## config.mk

```make
export PLATFORM = sky130hd
export DESIGN_NAME = bst_addr_gen
export DESIGN_NICKNAME = d
export VERILOG_FILES = /design/src/rtl/bst_pkg.sv /design/src/rtl/bst_start_reg.sv /design/src/rtl/bst_beat_ctr.sv /design/src/rtl/bst_order_map.sv /design/src/rtl/bst_addr_gen.sv
export SDC_FILE = /design/constraint.sdc
export NUM_CORES = 1
export LEC_CHECK = 0
export ABC_AREA = 1
export ABC_CLOCK_PERIOD_IN_PS = 1600
export CORE_AREA = 3 3 40 42
export DETAILED_ROUTE_END_ITERATION = 16
export DIE_AREA = 0 0 43 45
export SYNTH_ARGS = -nofsm -noshare
export SYNTH_HDL_FRONTEND = slang
export SYNTH_SLANG_ARGS = --single-unit
```

## constraint.sdc

```tcl
create_clock -name clk -period 1.6 [get_ports clk]
set_clock_uncertainty 0.15 [all_clocks]
set_input_delay 0.16 -clock clk [delete_from_list [all_inputs] [get_ports clk]]
set_output_delay 0.16 -clock clk [all_outputs]
set_load 0.05 [all_outputs]
```

## src/rtl/bst_pkg.sv

```systemverilog
// Package bst_pkg
// Shared types for the burst address sequencer.
// Assumes: the order select is a single bit, with 1 meaning interleaved.
package bst_pkg;

    // Burst ordering encodings as seen on the mode input
    typedef enum logic {
        ORD_LINEAR     = 1'b0,
        ORD_INTERLEAVE = 1'b1
    } order_e;

endpackage : bst_pkg

```

## src/rtl/bst_start_reg.sv

```systemverilog
// Module bst_start_reg
// Captures the burst start address when a load is requested and otherwise
// keeps it.
// Assumes: synchronous active-low reset, and load takes effect on the same edge.
module bst_start_reg #(
    parameter int ADDR_W = 2
) (
    input  logic              clk,
    input  logic              rst_n,
    input  logic              load_i,
    input  logic [ADDR_W-1:0] start_i,
    output logic [ADDR_W-1:0] start_o
);

    logic [ADDR_W-1:0] start_q;

    // Capture the start address on load; clear on reset
    always_ff @(posedge clk) begin
        if (!rst_n) begin
            start_q <= '0;
        end else if (load_i) begin
            start_q <= start_i;
        end
    end

    assign start_o = start_q;

endmodule : bst_start_reg

```

## src/rtl/bst_beat_ctr.sv

```systemverilog
// Module bst_beat_ctr
// Counts the beats advanced since the last load, modulo 2**ADDR_W.
// Load has priority over advance, and the count restarts at zero.
// Assumes: adv_n_i is active low and sampled at the rising edge.
module bst_beat_ctr #(
    parameter int ADDR_W = 2
) (
    input  logic              clk,
    input  logic              rst_n,
    input  logic              load_i,
    input  logic              adv_n_i,
    output logic [ADDR_W-1:0] beat_o
);

    localparam logic [ADDR_W-1:0] ONE = {{(ADDR_W-1){1'b0}}, 1'b1};

    logic [ADDR_W-1:0] beat_q;
    logic [ADDR_W-1:0] beat_d;

    // Next-count selection: load restarts, advance increments, else hold
    always_comb begin
        if (load_i) begin
            beat_d = '0;
        end else if (!adv_n_i) begin
            beat_d = beat_q + ONE;
        end else begin
            beat_d = beat_q;
        end
    end

    // Count register with synchronous reset
    always_ff @(posedge clk) begin
        if (!rst_n) begin
            beat_q <= '0;
        end else begin
            beat_q <= beat_d;
        end
    end

    assign beat_o = beat_q;

endmodule : bst_beat_ctr

```

## src/rtl/bst_order_map.sv

```systemverilog
// Module bst_order_map
// Combines the start address and the beat index into the burst address.
// Interleaved: bitwise XOR. Linear: ripple-carry sum modulo 2**ADDR_W.
// Assumes: purely combinational, and the mode may change in any cycle.
module bst_order_map
    import bst_pkg::*;
#(
    parameter int ADDR_W = 2
) (
    input  logic [ADDR_W-1:0] start_i,
    input  logic [ADDR_W-1:0] beat_i,
    input  order_e            order_i,
    output logic [ADDR_W-1:0] addr_o
);

    logic [ADDR_W-1:0] xor_addr;
    logic [ADDR_W-1:0] lin_addr;
    logic [ADDR_W:0]   carry;

    assign carry[0] = 1'b0;

    // One bit slice per address bit: XOR term and full-adder sum
    for (genvar b = 0; b < ADDR_W; b++) begin : g_slice
        assign xor_addr[b]  = start_i[b] ^ beat_i[b];
        assign lin_addr[b]  = start_i[b] ^ beat_i[b] ^ carry[b];
        assign carry[b+1]   = (start_i[b] & beat_i[b])
                            | (carry[b] & (start_i[b] ^ beat_i[b]));
    end

    // Order selection from the live mode input
    always_comb begin
        if (order_i == ORD_INTERLEAVE) begin
            addr_o = xor_addr;
        end else begin
            addr_o = lin_addr;
        end
    end

endmodule : bst_order_map

```

## src/rtl/bst_addr_gen.sv

```systemverilog
// Module bst_addr_gen
// Burst address sequencer top. Holds the start address and a beat count.
// It presents the burst address in linear or interleaved order.
// Assumes: synchronous active-low reset, and the mode acts combinationally.
module bst_addr_gen
    import bst_pkg::*;
#(
    parameter int ADDR_W = 2
) (
    input  logic              clk,
    input  logic              rst_n,
    input  logic              load_i,
    input  logic [ADDR_W-1:0] start_i,
    input  logic              adv_n_i,
    input  logic              mode_i,
    output logic [ADDR_W-1:0] addr_o
);

    logic [ADDR_W-1:0] start_w;
    logic [ADDR_W-1:0] beat_w;
    order_e            order_w;

    // Map the raw mode bit onto the ordering type
    assign order_w = order_e'(mode_i);

    bst_start_reg #(.ADDR_W(ADDR_W)) start_reg_i (
        .clk     (clk),
        .rst_n   (rst_n),
        .load_i  (load_i),
        .start_i (start_i),
        .start_o (start_w)
    );

    bst_beat_ctr #(.ADDR_W(ADDR_W)) beat_ctr_i (
        .clk     (clk),
        .rst_n   (rst_n),
        .load_i  (load_i),
        .adv_n_i (adv_n_i),
        .beat_o  (beat_w)
    );

    bst_order_map #(.ADDR_W(ADDR_W)) order_map_i (
        .start_i (start_w),
        .beat_i  (beat_w),
        .order_i (order_w),
        .addr_o  (addr_o)
    );

endmodule : bst_addr_gen

```

# Yosys cells after proc, flatten, opt, wreduce, memory -nomap -nowiden
# Index checks and enable logic that the tools add are counted.
[totals]
word_cells = 10
output_inout_bits = 2
reg_bits = 4
[op_classes]
reduce_logical = 1
mux = 1
n_addsub = 1
bitwise = 5
[ops]
columns = ["cell", "count"]
rows = [
  ["bitwise XOR 1 bit", 3],
  ["adder 2 x 1 -> 2 bit (second input constant)", 1],
  ["2-to-1 mux 2 bit", 1],
  ["OR reduction 2 bit", 1],
  ["AND 1 bit", 1],
  ["NOT 1 bit", 1],
]

# Longest topological paths before layout
# Gate-level depths: netlist (run 1).
[depth]
word_depth = 3
mapped_depth = 6
depth_no_buf = 6

# Cells and area by module
# Synthesis (run 1) repeated with hierarchy kept, for this count alone.
[unflattened]
hier_cells = 41
hier_area_um2 = 232.7
[modules_own_cells]
columns = ["mod", "instances", "area_each_um2", "cells_each"]
rows = [
  ["bst_beat_ctr", 1, 87.6, 14],
  ["bst_start_reg", 1, 77.6, 12],
  ["bst_order_map", 1, 67.6, 15],
]

# Least setup slack after synthesis (run 1)
# OpenSTA, ideal clock, no wires.
[synth_timing]
path_type = "register to output"
from = "register beat_ctr_i.beat_q[0] (netlist: beat_ctr_i.beat_o[0])"
to = "output addr_o[1]"
arrival_time_ns = 0.975
required_ns = 1.290
stages_incl_launch_ff = 7
path_slack_ns = 0.315
cell_sequence = "dfxtp_1 ha_1 inv_1 nor2_1 nand3_1 nand2_1 inv_1"
[synth_between]
elab_chain_cells = 3
[synth_rtl]
columns = ["element", "line_no", "source"]
rows = [
  ["from (decl)", "bst_beat_ctr.sv:17", "logic [ADDR_W-1:0] beat_q;"],
  ["from (signal assigned)", "bst_beat_ctr.sv:36", "beat_q <= beat_d;"],
  ["AND 1 bit", "bst_order_map.sv:26", "assign carry[b+1] = (start_i[b] & beat_i[b])"],
  ["bitwise XOR 1 bit", "bst_order_map.sv:25", "assign lin_addr[b] = start_i[b] ^ beat_i[b] ^ carry[b];"],
  ["2-to-1 mux 2 bit", "bst_order_map.sv:32", "if (order_i == ORD_INTERLEAVE) begin"],
  ["to (decl)", "bst_addr_gen.sv:16", "output logic [ADDR_W-1:0] addr_o"],
]
# No other way between the ends.

# Worst setup path after layout (run 1)
# Ends and elaborated chain as after synthesis.

==> results of run 1 <==
## power by group through the flow
| stage | clock, W | sequential, W | combinational, W |
|---|---|---|---|
| after detailed placement | 0 | 0.000110 | 0.0000824 |
| after global placement | 0 | 0.000110 | 0.0000822 |
| after floorplan | 0 | 0.000110 | 0.0000403 |
| final | 0.000126 | 0.000110 | 0.0000830 |
| after CTS | 0.000131 | 0.000109 | 0.0000829 |
| after global routing | 0.000136 | 0.000110 | 0.0000888 |
## flip-flops by register name (all words and copies together), names as in the netlist
signal and flops:
beat_ctr_i.beat_o 2, start_reg_i.start_o 2
## Yosys cell counts
cell,number
sky130_fd_sc_hd__a21oi_1,1
sky130_fd_sc_hd__clkinv_2,1
sky130_fd_sc_hd__dfxtp_1,4
sky130_fd_sc_hd__ha_1,1
sky130_fd_sc_hd__inv_1,4
sky130_fd_sc_hd__inv_2,2
sky130_fd_sc_hd__nand2_1,10
sky130_fd_sc_hd__nand3_1,2
sky130_fd_sc_hd__nor2_1,3
sky130_fd_sc_hd__nor2_2,2
sky130_fd_sc_hd__nor3b_2,1
sky130_fd_sc_hd__o21ai_1,3
## metrics by stage
step                cell area, um^2  utilization (%)
floorplan                     224.0                -
global placement              342.8            26.68
detailed placement            342.8            26.68
CTS                           365.4            28.43
global route                  370.4            28.82
finish                        370.4            28.82
## worst max-delay path, cell delays in order (launching register included)
cell	delay, ns
sky130_fd_sc_hd__dfxtp_2	0.33
sky130_fd_sc_hd__ha_2	0.17
sky130_fd_sc_hd__inv_1	0.04
sky130_fd_sc_hd__nor2_1	0.08
sky130_fd_sc_hd__nand3_1	0.07
sky130_fd_sc_hd__nand2_1	0.06
sky130_fd_sc_hd__inv_1	0.06
sky130_fd_sc_hd__buf_12	0.14
## routing by layer
metal,vias up,routed length (um),GRT usage (%)
met2,10,159,6.886
met4,0,8,5.422
met3,2,49,2.789
li1,126,-,-
met5,-,0,0
met1,86,201,5.072
## layout make-up
cell class                      instances  area share (%)
Tap cell                               15           5.068
Timing Repair Buffer                    8           27.03
Multi-Input combinational cell         23           32.09
Clock buffer                            3           6.081
Sequential cell                         4           22.30
Inverter                                7           7.432
## how the worst min path moves through the flow
stage / slack [ns] / startpoint / endpoint / depth (start not counted)
floorplan: 0.14 / start_i[0] / start_reg_i.start_o[0]$_SDFFE_PN0P_ / 2
global placement: 0.34 / start_reg_i.start_o[0]$_SDFFE_PN0P_ / start_reg_i.start_o[0]$_SDFFE_PN0P_ / 2
detailed placement: 0.34 / start_reg_i.start_o[0]$_SDFFE_PN0P_ / start_reg_i.start_o[0]$_SDFFE_PN0P_ / 2
CTS: 0.35 / start_reg_i.start_o[0]$_SDFFE_PN0P_ / start_reg_i.start_o[0]$_SDFFE_PN0P_ / 2
global route: 0.35 / start_i[0] / start_reg_i.start_o[0]$_SDFFE_PN0P_ / 3
finish: 0.33 / start_reg_i.start_o[0]$_SDFFE_PN0P_ / start_reg_i.start_o[0]$_SDFFE_PN0P_ / 2
## timing repair
| action | CTS | global route |
|---|---|---|
| setup endpoints to repair | 0 | 1 |
| hold endpoints to repair | 0 | 0 |
| resized for setup | 0 | 3 |
## kinds of logic (layout without fill, tap and decap cells)
group                      count (synthesis)  count (layout)  synth area share [%]
adders and majority gates                  1               1                 5.586
DFF                                        4               4                 35.76
AOI/OAI and AO/OA                          4               4                 8.934
and+or+nand+nor                           18              18                 37.43
buffers and inverters                      7              18                 12.29
==> impl_metrics.sql, run 1 <==
INSERT INTO impl_metrics (metric_group, metric, value, unit) VALUES
('finish', 'fraction_of_final_layout_cells_with_drive_strength_greater_than_1', '31.11', '%'),
('synthesis', 'post_synth_main_area_contributors', 'sky130_fd_sc_hd__dfxtp_1 (36%), sky130_fd_sc_hd__nand2_1 (17%), sky130_fd_sc_hd__o21ai_1 (6.7%)', ''),
('timing', 'final_setup_slack_of_the_worst_path', '0.1165', 'ns'),
('timing', 'finalCritPeriodShare', '92.72', '%'),
('global_routing', 'gr-usage-all-layers', '5.000', '%'),
('power', 'power.density', '860.6', 'mW/mm^2'),
('synthesis', 'synth_top_cell_by_area', 'sky130_fd_sc_hd__dfxtp_1', ''),
('power', 'clockPowerShare', '39.6', '%'),
('place', 'globalplace.congestion', '0.7036', ''),
('clock_tree', 'worstSkewPairLatency', '0.23', 'ns'),
('min_path', 'timing.hold.worst.class', 'reg -> reg', ''),
('place', 'dp_hpwl', '329.2', 'um'),
('die', 'initial_utilization', '17.43', '%'),
('timing', 'final.setup.tns', '0', 'ns'),
('timing', 'final_max_slew_viol_count', '0', ''),
('clock_tree', 'cts_max_path_buffers', '2', ''),
('clock_tree', 'cts_num_sinks', '4', ''),
('die', 'core.rowCount', '13', ''),
('timing', 'whs', '0.3305', 'ns'),
('timing', 'layout_min_cycle_time', '1.484', 'ns'),
('synthesis', 'ys_seq_area_share', '35.75', '%'),
('die', 'die_boundary_height', '45', 'um'),
('route', 'antenna_violating_nets_post_route', '0', ''),
('synthesis', 'post_synthesis_cell_area', '224.0', 'um^2'),
('timing', 'final_hold_viol_count', '0', ''),
('worst_setup_path', 'worst_setup_path_end_kind', 'primary output', ''),
('worst_setup_path', 'cp_max_fo', '2', ''),
('clock_tree', 'cts.repair_timing.setup_buffer_count', '0', ''),
('global_routing', 'antenna_found_initial', '0', ''),
('route', 'vias', '224', ''),
('synthesis', 'synthDistinctLibCells', '12', ''),
('timing', 'timing_worst_slew_pin_value', '0.1369', 'ns'),
('die', 'ios', '9', ''),
('power', 'swShare', '26.89', '%'),
('route', 'drt-vias-per-instance', '3.733', ''),
('synthesis', 'postSynthCellCount', '34', ''),
('finish', 'count_of_placed_standard_cells_in_the_final_layout_fillers_left_out', '60', ''),
('synthesis', 'ys_ff_latch', '4', ''),
('clock_tree', 'ctsHoldBuffers', '0', ''),
('finish', 'syn_to_final_growth', '65.36', '%'),
('worst_setup_path', 'critical_path.reg2reg.endpoint', 'beat_ctr_i.beat_o[1]$_SDFFE_PP0N_', ''),
('route', 'routedWlPerCell', '6.983', 'um'),
('power', 'internal-power', '0.0002330', 'W'),
('finish', 'final_common_cell', 'sky130_fd_sc_hd__nand2_1', ''),
('die', 'die_w', '43', 'um'),
('finish', 'fill_cells', '138', ''),
('place', 'port_buffers', '8', ''),
('worst_setup_path', 'worstSetupEndpoint', 'addr_o[1]', ''),
('power', 'power.static_leakage', '0.1605', 'nW'),
('worst_setup_path', 'cp_data_arrival_time', '1.17', 'ns'),
('die', 'die_area', '0.001935', 'mm^2'),
('worst_setup_path', 'worst_ep_required_time', '1.29', 'ns'),
('global_routing', 'global_route_wire_length_before_repair', '676', 'um'),
('timing', 'worst_slew_margin_rel', '90.86', '%'),
('clock_tree', 'cts_buffers', '3', ''),
('route', 'final_routed_wirelength_across_all_metal_layers', '419', 'um'),
('clock_tree', 'cts_root_buf', 'sky130_fd_sc_hd__clkbuf_4', ''),
('route', 'drt_first_iter_violations', '2', ''),
('synthesis', 'syn-num-nets', '42', ''),
('worst_setup_path', 'start_kind', 'flop', ''),
('worst_setup_path', 'reg2regPathDepth', '5', ''),
('job', 'cap_viol_max_count', '0', ''),
('outcome', 'run_status', 'finished clean', ''),
('finish', 'layout.cells.most_common_list', 'sky130_fd_sc_hd__nand2_1 (10), sky130_fd_sc_hd__clkdlybuf4s50_1 (6), sky130_fd_sc_hd__inv_1 (4)', ''),
('worst_setup_path', 'worstSetupStartpoint', 'beat_ctr_i.beat_o[0]$_SDFFE_PP0N_', ''),
('worst_setup_path', 'critical_path.reg2reg.startpoint', 'beat_ctr_i.beat_o[0]$_SDFFE_PP0N_', ''),
('finish', 'multiInputGateArea', '118.9', 'um^2'),
('synthesis', 'yosys.area.top_type_share', '35.75', '%'),
('timing', 'clock.fmax', '674.1', 'MHz'),
('finish', 'area.sequential', '82.58', 'um^2'),
('finish', 'antennaDiodeCount', '0', '');
(Power assumes the default switching activity.)
==> run 2, diff against run 1 <==
--- a/config.mk
+++ b/config.mk
@@ -13,3 +13,4 @@
 export SYNTH_ARGS = -nofsm -noshare
 export SYNTH_HDL_FRONTEND = slang
 export SYNTH_SLANG_ARGS = --single-unit
+export TNS_END_PERCENT = 10
==> results of run 2 <==
No change in the layout: final DEF, timing and power equal those of run 1.
